**src/rtl/sgd_pkg.sv**
```systemverilog
package sgd_pkg;
  typedef enum logic [2:0] {
    VD_UNDEF = 3'd0,
    VD_TRAP2 = 3'd1,
    VD_TRAP3 = 3'd2,
    VD_MEM   = 3'd3,
    VD_ACC1  = 3'd4,
    VD_ACC2  = 3'd5
  } verdict_e;

  localparam int unsigned NUM_VERDICTS = 6;

  // Result of the level-3 gating rungs
  typedef struct packed {
    logic early_undef;  // priority debug-undefined rung
    logic late_block;   // gate closed, takes late verdict
    logic late_undef;   // 1: late verdict is undefined, 0: trap to level 3
  } l3_gate_t;
endpackage

```
**src/rtl/sgd_l3_gate.sv**
```systemverilog
module sgd_l3_gate
  import sgd_pkg::*;
(
  input  logic     has_l3,
  input  logic     gate_en,
  input  logic     undef_first,
  input  logic     undef_now,
  output l3_gate_t gate
);
  logic closed;
  always_comb begin
    closed           = has_l3 && !gate_en;
    gate.early_undef = closed && undef_first;
    gate.late_block  = closed;
    gate.late_undef  = undef_now;
  end
endmodule

```
**src/rtl/sgd_primary.sv**
```systemverilog
module sgd_primary
  import sgd_pkg::*;
#(
  parameter int unsigned NV_W    = 3,
  parameter logic [NV_W-1:0] NV_REDIR = 3'b111
) (
  input  logic [1:0]      lvl,
  input  logic            wr,
  input  l3_gate_t        gate,
  input  logic            has_l3,
  input  logic            l3_fg_en,
  input  logic            l2_enabled,
  input  logic            has_fg2,
  input  logic            host_mode,
  input  logic            xctl_avail,
  input  logic            xctl_gate_en,
  input  logic            fg_rd_allow,
  input  logic            fg_wr_allow,
  input  logic [NV_W-1:0] nv_ctl,
  input  logic            l1_nz,
  input  logic            l2_nz,
  output verdict_e        verdict
);
  logic fg_permit;
  logic fg_trap;
  logic xctl_trap;
  logic late_verdict_undef;

  always_comb begin
    fg_permit = wr ? fg_wr_allow : fg_rd_allow;
    fg_trap   = l2_enabled && has_fg2 && ((has_l3 && !l3_fg_en) || !fg_permit);
    xctl_trap = l2_enabled && (!xctl_avail || !xctl_gate_en);
    late_verdict_undef = gate.late_undef;
  end

  always_comb begin
    verdict = VD_UNDEF;
    unique case (lvl)
      2'd0: verdict = VD_UNDEF;
      2'd1: begin
        if (gate.early_undef)      verdict = VD_UNDEF;
        else if (fg_trap)          verdict = VD_TRAP2;
        else if (xctl_trap)        verdict = VD_TRAP2;
        else if (gate.late_block)  verdict = late_verdict_undef ? VD_UNDEF : VD_TRAP3;
        else if (nv_ctl == NV_REDIR) verdict = VD_MEM;
        else if (wr && l1_nz)      verdict = VD_UNDEF;
        else                       verdict = VD_ACC1;
      end
      2'd2: begin
        if (gate.early_undef)      verdict = VD_UNDEF;
        else if (gate.late_block)  verdict = late_verdict_undef ? VD_UNDEF : VD_TRAP3;
        else if (host_mode)        verdict = (wr && l2_nz) ? VD_UNDEF : VD_ACC2;
        else                       verdict = VD_ACC1;
      end
      default: verdict = VD_ACC1;
    endcase
  end

  // Level 1 traps never reach a level-2 requester
  always_comb begin
    if (lvl == 2'd2)
      assert (verdict != VD_TRAP2) else $error("assert_l2_no_l2trap_R8");
  end
endmodule

```
**src/rtl/sgd_alias.sv**
```systemverilog
module sgd_alias
  import sgd_pkg::*;
#(
  parameter int unsigned NV_W    = 3,
  parameter logic [NV_W-1:0] NV_REDIR = 3'b101
) (
  input  logic [1:0]      lvl,
  input  l3_gate_t        gate,
  input  logic            host_mode,
  input  logic [NV_W-1:0] nv_ctl,
  output verdict_e        verdict
);
  always_comb begin
    verdict = VD_UNDEF;
    unique case (lvl)
      2'd0: verdict = VD_UNDEF;
      2'd1: begin
        if (nv_ctl == NV_REDIR) verdict = VD_MEM;
        else if (nv_ctl[0])     verdict = VD_TRAP2;
        else                    verdict = VD_UNDEF;
      end
      2'd2: begin
        if (!host_mode)            verdict = VD_UNDEF;
        else if (gate.early_undef) verdict = VD_UNDEF;
        else if (gate.late_block)  verdict = gate.late_undef ? VD_UNDEF : VD_TRAP3;
        else                       verdict = VD_ACC1;
      end
      default: verdict = host_mode ? VD_ACC1 : VD_UNDEF;
    endcase
  end

  always_comb begin
    if (lvl >= 2'd2 && !host_mode)
      assert (verdict == VD_UNDEF) else $error("assert_alias_nohost_undef_R10");
  end
endmodule

```
**src/rtl/sgd_encode.sv**
```systemverilog
module sgd_encode
  import sgd_pkg::*;
#(
  parameter int unsigned SYN_W      = 6,
  parameter logic [SYN_W-1:0] TRAP_CLASS = 6'h18,
  parameter int unsigned OFF_W      = 12,
  parameter logic [OFF_W-1:0] MEM_OFFSET = 12'h328
) (
  input  verdict_e               verdict,
  output logic [NUM_VERDICTS-1:0] onehot,
  output logic [SYN_W-1:0]        syn_class,
  output logic [OFF_W-1:0]        mem_off
);
  for (genvar gi = 0; gi < NUM_VERDICTS; gi++) begin : g_dec
    assign onehot[gi] = (verdict == verdict_e'(3'(gi)));
  end

  always_comb begin
    syn_class = (verdict == VD_TRAP2 || verdict == VD_TRAP3) ? TRAP_CLASS : '0;
    mem_off   = (verdict == VD_MEM) ? MEM_OFFSET : '0;
  end
endmodule

```
**src/rtl/sysreg_guard.sv**
```systemverilog
module sysreg_guard
  import sgd_pkg::*;
#(
  parameter int unsigned SYN_W       = 6,
  parameter logic [SYN_W-1:0] TRAP_CLASS = 6'h18,
  parameter int unsigned OFF_W       = 12,
  parameter logic [OFF_W-1:0] MEM_OFFSET = 12'h328,
  parameter int unsigned NV_W        = 3,
  parameter logic [NV_W-1:0] NV_PRIMARY_REDIR = 3'b111,
  parameter logic [NV_W-1:0] NV_ALIAS_REDIR   = 3'b101
) (
  input  logic [1:0]       priv_lvl,
  input  logic             wr_req,
  input  logic             alias_sel,
  input  logic             has_mask_feat,
  input  logic             has_a64,
  input  logic             has_l3,
  input  logic             l3_gate_en,
  input  logic             l3_fg_en,
  input  logic             dbg_undef_first,
  input  logic             dbg_undef,
  input  logic             l2_enabled,
  input  logic             has_fg2,
  input  logic             host_mode,
  input  logic             xctl_avail,
  input  logic             xctl_gate_en,
  input  logic             fg_rd_allow,
  input  logic             fg_wr_allow,
  input  logic [NV_W-1:0]  nv_ctl,
  input  logic             l1_mask_nz,
  input  logic             l2_mask_nz,
  output logic             res_undef,
  output logic             res_trap_l2,
  output logic             res_trap_l3,
  output logic             res_mem,
  output logic             res_l1_copy,
  output logic             res_l2_copy,
  output logic [SYN_W-1:0] syn_class,
  output logic [OFF_W-1:0] mem_off
);
  l3_gate_t gate;
  verdict_e v_primary;
  verdict_e v_alias;
  verdict_e v_final;
  logic [NUM_VERDICTS-1:0] onehot;
  logic present;

  sgd_l3_gate u_gate (
    .has_l3      (has_l3),
    .gate_en     (l3_gate_en),
    .undef_first (dbg_undef_first),
    .undef_now   (dbg_undef),
    .gate        (gate)
  );

  sgd_primary #(.NV_W(NV_W), .NV_REDIR(NV_PRIMARY_REDIR)) u_primary (
    .lvl          (priv_lvl),
    .wr           (wr_req),
    .gate         (gate),
    .has_l3       (has_l3),
    .l3_fg_en     (l3_fg_en),
    .l2_enabled   (l2_enabled),
    .has_fg2      (has_fg2),
    .host_mode    (host_mode),
    .xctl_avail   (xctl_avail),
    .xctl_gate_en (xctl_gate_en),
    .fg_rd_allow  (fg_rd_allow),
    .fg_wr_allow  (fg_wr_allow),
    .nv_ctl       (nv_ctl),
    .l1_nz        (l1_mask_nz),
    .l2_nz        (l2_mask_nz),
    .verdict      (v_primary)
  );

  sgd_alias #(.NV_W(NV_W), .NV_REDIR(NV_ALIAS_REDIR)) u_alias (
    .lvl       (priv_lvl),
    .gate      (gate),
    .host_mode (host_mode),
    .nv_ctl    (nv_ctl),
    .verdict   (v_alias)
  );

  always_comb begin
    present = has_mask_feat && has_a64;
    if (!present)       v_final = VD_UNDEF;
    else if (alias_sel) v_final = v_alias;
    else                v_final = v_primary;
  end

  sgd_encode #(
    .SYN_W(SYN_W), .TRAP_CLASS(TRAP_CLASS), .OFF_W(OFF_W), .MEM_OFFSET(MEM_OFFSET)
  ) u_encode (
    .verdict   (v_final),
    .onehot    (onehot),
    .syn_class (syn_class),
    .mem_off   (mem_off)
  );

  assign res_undef   = onehot[VD_UNDEF];
  assign res_trap_l2 = onehot[VD_TRAP2];
  assign res_trap_l3 = onehot[VD_TRAP3];
  assign res_mem     = onehot[VD_MEM];
  assign res_l1_copy = onehot[VD_ACC1];
  assign res_l2_copy = onehot[VD_ACC2];

  always_comb begin
    assert ($countones({res_undef, res_trap_l2, res_trap_l3, res_mem, res_l1_copy, res_l2_copy}) == 1)
      else $error("assert_single_verdict_R12");
    assert ((mem_off != '0) == res_mem) else $error("assert_offset_only_redirect_R11");
    assert ((syn_class != '0) == (res_trap_l2 || res_trap_l3)) else $error("assert_syndrome_only_trap_R11");
    if (!has_mask_feat || !has_a64)
      assert (res_undef) else $error("assert_absent_undef_R1");
    if (priv_lvl == 2'd0)
      assert (res_undef) else $error("assert_lvl0_undef_R2");
  end
endmodule

```
**config.mk**
```make
export PLATFORM = sky130hd
export DESIGN_NAME = sysreg_guard
export DESIGN_NICKNAME = d
export VERILOG_FILES = /design/src/rtl/sgd_pkg.sv /design/src/rtl/sgd_l3_gate.sv /design/src/rtl/sgd_primary.sv /design/src/rtl/sgd_alias.sv /design/src/rtl/sgd_encode.sv /design/src/rtl/sysreg_guard.sv
export SDC_FILE = /design/constraint.sdc
export NUM_CORES = 1
export LEC_CHECK = 0
export ABC_CLOCK_PERIOD_IN_PS = 3600
export BUFFER_PORTS_ARGS = -buffer_cell sky130_fd_sc_hd__buf_2
export CAP_MARGIN = 25
export CORE_ASPECT_RATIO = 1.2
export CORE_MARGIN = 10
export CORE_UTILIZATION = 25
export DETAILED_ROUTE_END_ITERATION = 6
export PLACE_DENSITY = 0.62
export SLEW_MARGIN = 0
export SYNTH_ARGS = -nofsm -noshare
export SYNTH_HDL_FRONTEND = slang
export SYNTH_HIERARCHICAL = 1
export SYNTH_SLANG_ARGS = --single-unit
```
**constraint.sdc**
```tcl
create_clock -name vclk -period 3.6
set_input_delay 0.72 -clock vclk [all_inputs]
set_output_delay 0.72 -clock vclk [all_outputs]
set_load 0.01 [all_outputs]
```
==> metrics.md <==
| Metric | Value |
|---|---|
| Status | finished clean |
| Die W | 60.69 um |
| Highest clock rate | 300.2 MHz |
| Total grt overflow | 0 |
| Number of DRC markers in iteration 0 | 17 |
| Seq Cell Count | 0 |
| Required time at the worst-slack endpoint | roughly 2.9 ns |
| Crit path time final | 3.331 ns |
| Comb pwr share | 100.0% |
| Synth Warn # | 6 |
| Slew Limit Fails | 0 |
| Hold crit path type | input port to primary output |
| Die footprint | 4177 um^2 |
| Initial antenna violation count | 0 |
| Core area | roughly 1900 um^2 |
| Post-synth top area share | 28.72% |
| Clock power share | 0% |
| Port bufs | 35 |
| Via density | 4.579 |
| CP arrival | 2.61 ns |
| Largest net degree at the start of global routing | 9 |
| Detailed Route WL | 1426 um |
| GRT Total Usage | 6.236% |
| Internal | about 0.024 mW |
| Reg power frac | 0% |
| Total negative setup slack | 0 ns |
| Switching Fraction | 55.13% |
| Final WS setup | roughly 0.27 ns |
| Sw Pwr | about 0.029 mW |
| RSZ-0062 raised after global routing | no |
| Via count | about 520 |
| Fin nets | 120 |
| DRC | 0 |
| Synth area leaders | buf_4 (29%), mux2i_1 (8.1%), nor3b_1 (7.6%), nor2b_1 (5.0%), and3b_2 (4.0%) |
| Share of cells above drive strength 1 | 43.16% |
| Register area | 0 um^2 |
| Post-Route Utilization | 31.75% |
| Crit path capture type | primary output |
| Most common cell after layout, fill and taps aside | buf_2 |
| Min-delay src | has_a64 |
| CP startpoint kind | input port |
| Leakage | 0.3385 nW |
| 1st-pass router iterations | 4 |
| Worst hold path endpoint | res_l1_copy |
| Setup Buffers After CTS | 0 |
| PD cells | 89.92 nW/um^2 |
| DP HPWL | around 1300 um |
| Post-cts hold buffer count | 0 |
| Netlist Area Pre-Place | 496.7 um^2 |
| Setup CP Type | input port to primary output |
| Rows | 17 |
| Max-Cap Viols | 0 |
| First-pass GRT wire length | 2270 um |
| Max VDD drop | approximately 0.037 mV |
| Pre-CTS WS | 0.2672 ns |
| Synth cell types | 27 |
| Placer Congestion | 0.8059 |
| CP max FO | 7 |
| CTS resizes | 0 |
| Worst hold slack | 2.014 ns |
| Yosys top cell by area | buf_4 |
| Wire per inst | 12.51 um |
| Final Cell Area | between 500 and 600 um^2 |
| Endpoints failing setup | 0 |
| Initial Utilization | 26.54% |
| Most frequent cells in the layout | buf_2 (35), conb_1 (12), nand2_1 (5), nor2_1 (5), nor3b_1 (5) |
| DP Area | a little under 600 um^2 |
| Ports | 47 |
| Post-DRT Antenna Nets | 0 |
| Antenna diode instance count | 0 |
| Clock buffers | 0 |
| Tcrit/Tclk final | 92.52% |
| Avg Cell Area, Syn | 7.305 um^2 |
| P&R area growth vs syn | 19.65% |
| Vias in the first global route | between 500 and 600 |
| Final Hold Fails | 0 |
| Die H | 68.83 um |
| Post-Syn Instances | 68 |
| Seq/Total Area, Yosys | 0% |
| Worst hold stages | 5 |
## routing by layer
layer  routed length [um]  share of wire [%]  vias to the layer above  track usage, %
met5                    0                  0                        -               0
met4                    0                  0                        0               0
met3                  276                 19                        0           3.291
met2                  569                 40                       34           9.821
met1                  580                 41                      218           7.835
li1                     -                  -                      270               -
## logic make-up (layout without fill, tap and decap cells)
group / count (synthesis) / count (layout) / synth area share, %
other cells: 1 / 12 / 0.7549
buf+inv: 21 / 37 / 30.23
simple gates: 32 / 32 / 43.07
xor+xnor: 1 / 1 / 1.764
mux: 4 / 4 / 8.061
compound gates: 9 / 9 / 16.12
## synthesized netlist by cell type, drive strengths merged
cell type	count
nand4b	1
o31ai	1
nand2	6
inv	2
buf	19
nor3	1
a31o	1
and3	1
o32ai	2
nand3b	2
nor2	5
o311a	1
nand3	2
o21ba	1
o21ai	1
nor3b	5
conb	1
xnor2	1
and4b	1
o22a	1
mux2i	4
or4b	1
and3b	3
a22oi	1
nor2b	4
## through the flow
stage	instances	total power, mW
2_1_floorplan	79	0.04131
3_3_place_gp	114	0.05194
3_5_place_dp	114	0.05280
4_1_cts	114	0.05282
5_1_grt	114	0.06021
6_report	114	0.05344
## worst max-delay path, stage by stage
cell and delay, ns:
buf_2 0.09, nor2b_1 0.33, or4b_1 0.48, o32ai_1 0.14, mux2i_1 0.11, nor2_1 0.32, and3b_2 0.29, buf_2 0.14
## how the worst max path moves through the flow
stage                         endpoint    from  slack [ns]
after floorplan           syn_class[4]  has_l3        0.48
after global placement      mem_off[8]  has_l3        0.36
after detailed placement    mem_off[9]  has_l3        0.27
after CTS                   mem_off[9]  has_l3        0.27
after global routing       res_trap_l3  has_l3        0.01
final                       mem_off[5]  has_l3        0.27
## power by group through the flow
| stage | Combinational (mW) | Clock, mW | Sequential (mW) |
|---|---|---|---|
| floorplan | 0.0413 | 0 | 0 |
| detailed placement | 0.0528 | 0 | 0 |
| global route | 0.0602 | 0 | 0 |
| CTS | 0.0528 | 0 | 0 |
| global placement | 0.0519 | 0 | 0 |
| finish | 0.0534 | 0 | 0 |
## area by class of cell
type	instances	area, um^2
Fill cell	211	1277
Multi-Input combinational cell	58	387.9
Tap cell	19	23.77
Timing Repair Buffer	35	175.2
Inverter	2	7.507
No activity file was read; power rests on OpenSTA's default activity.
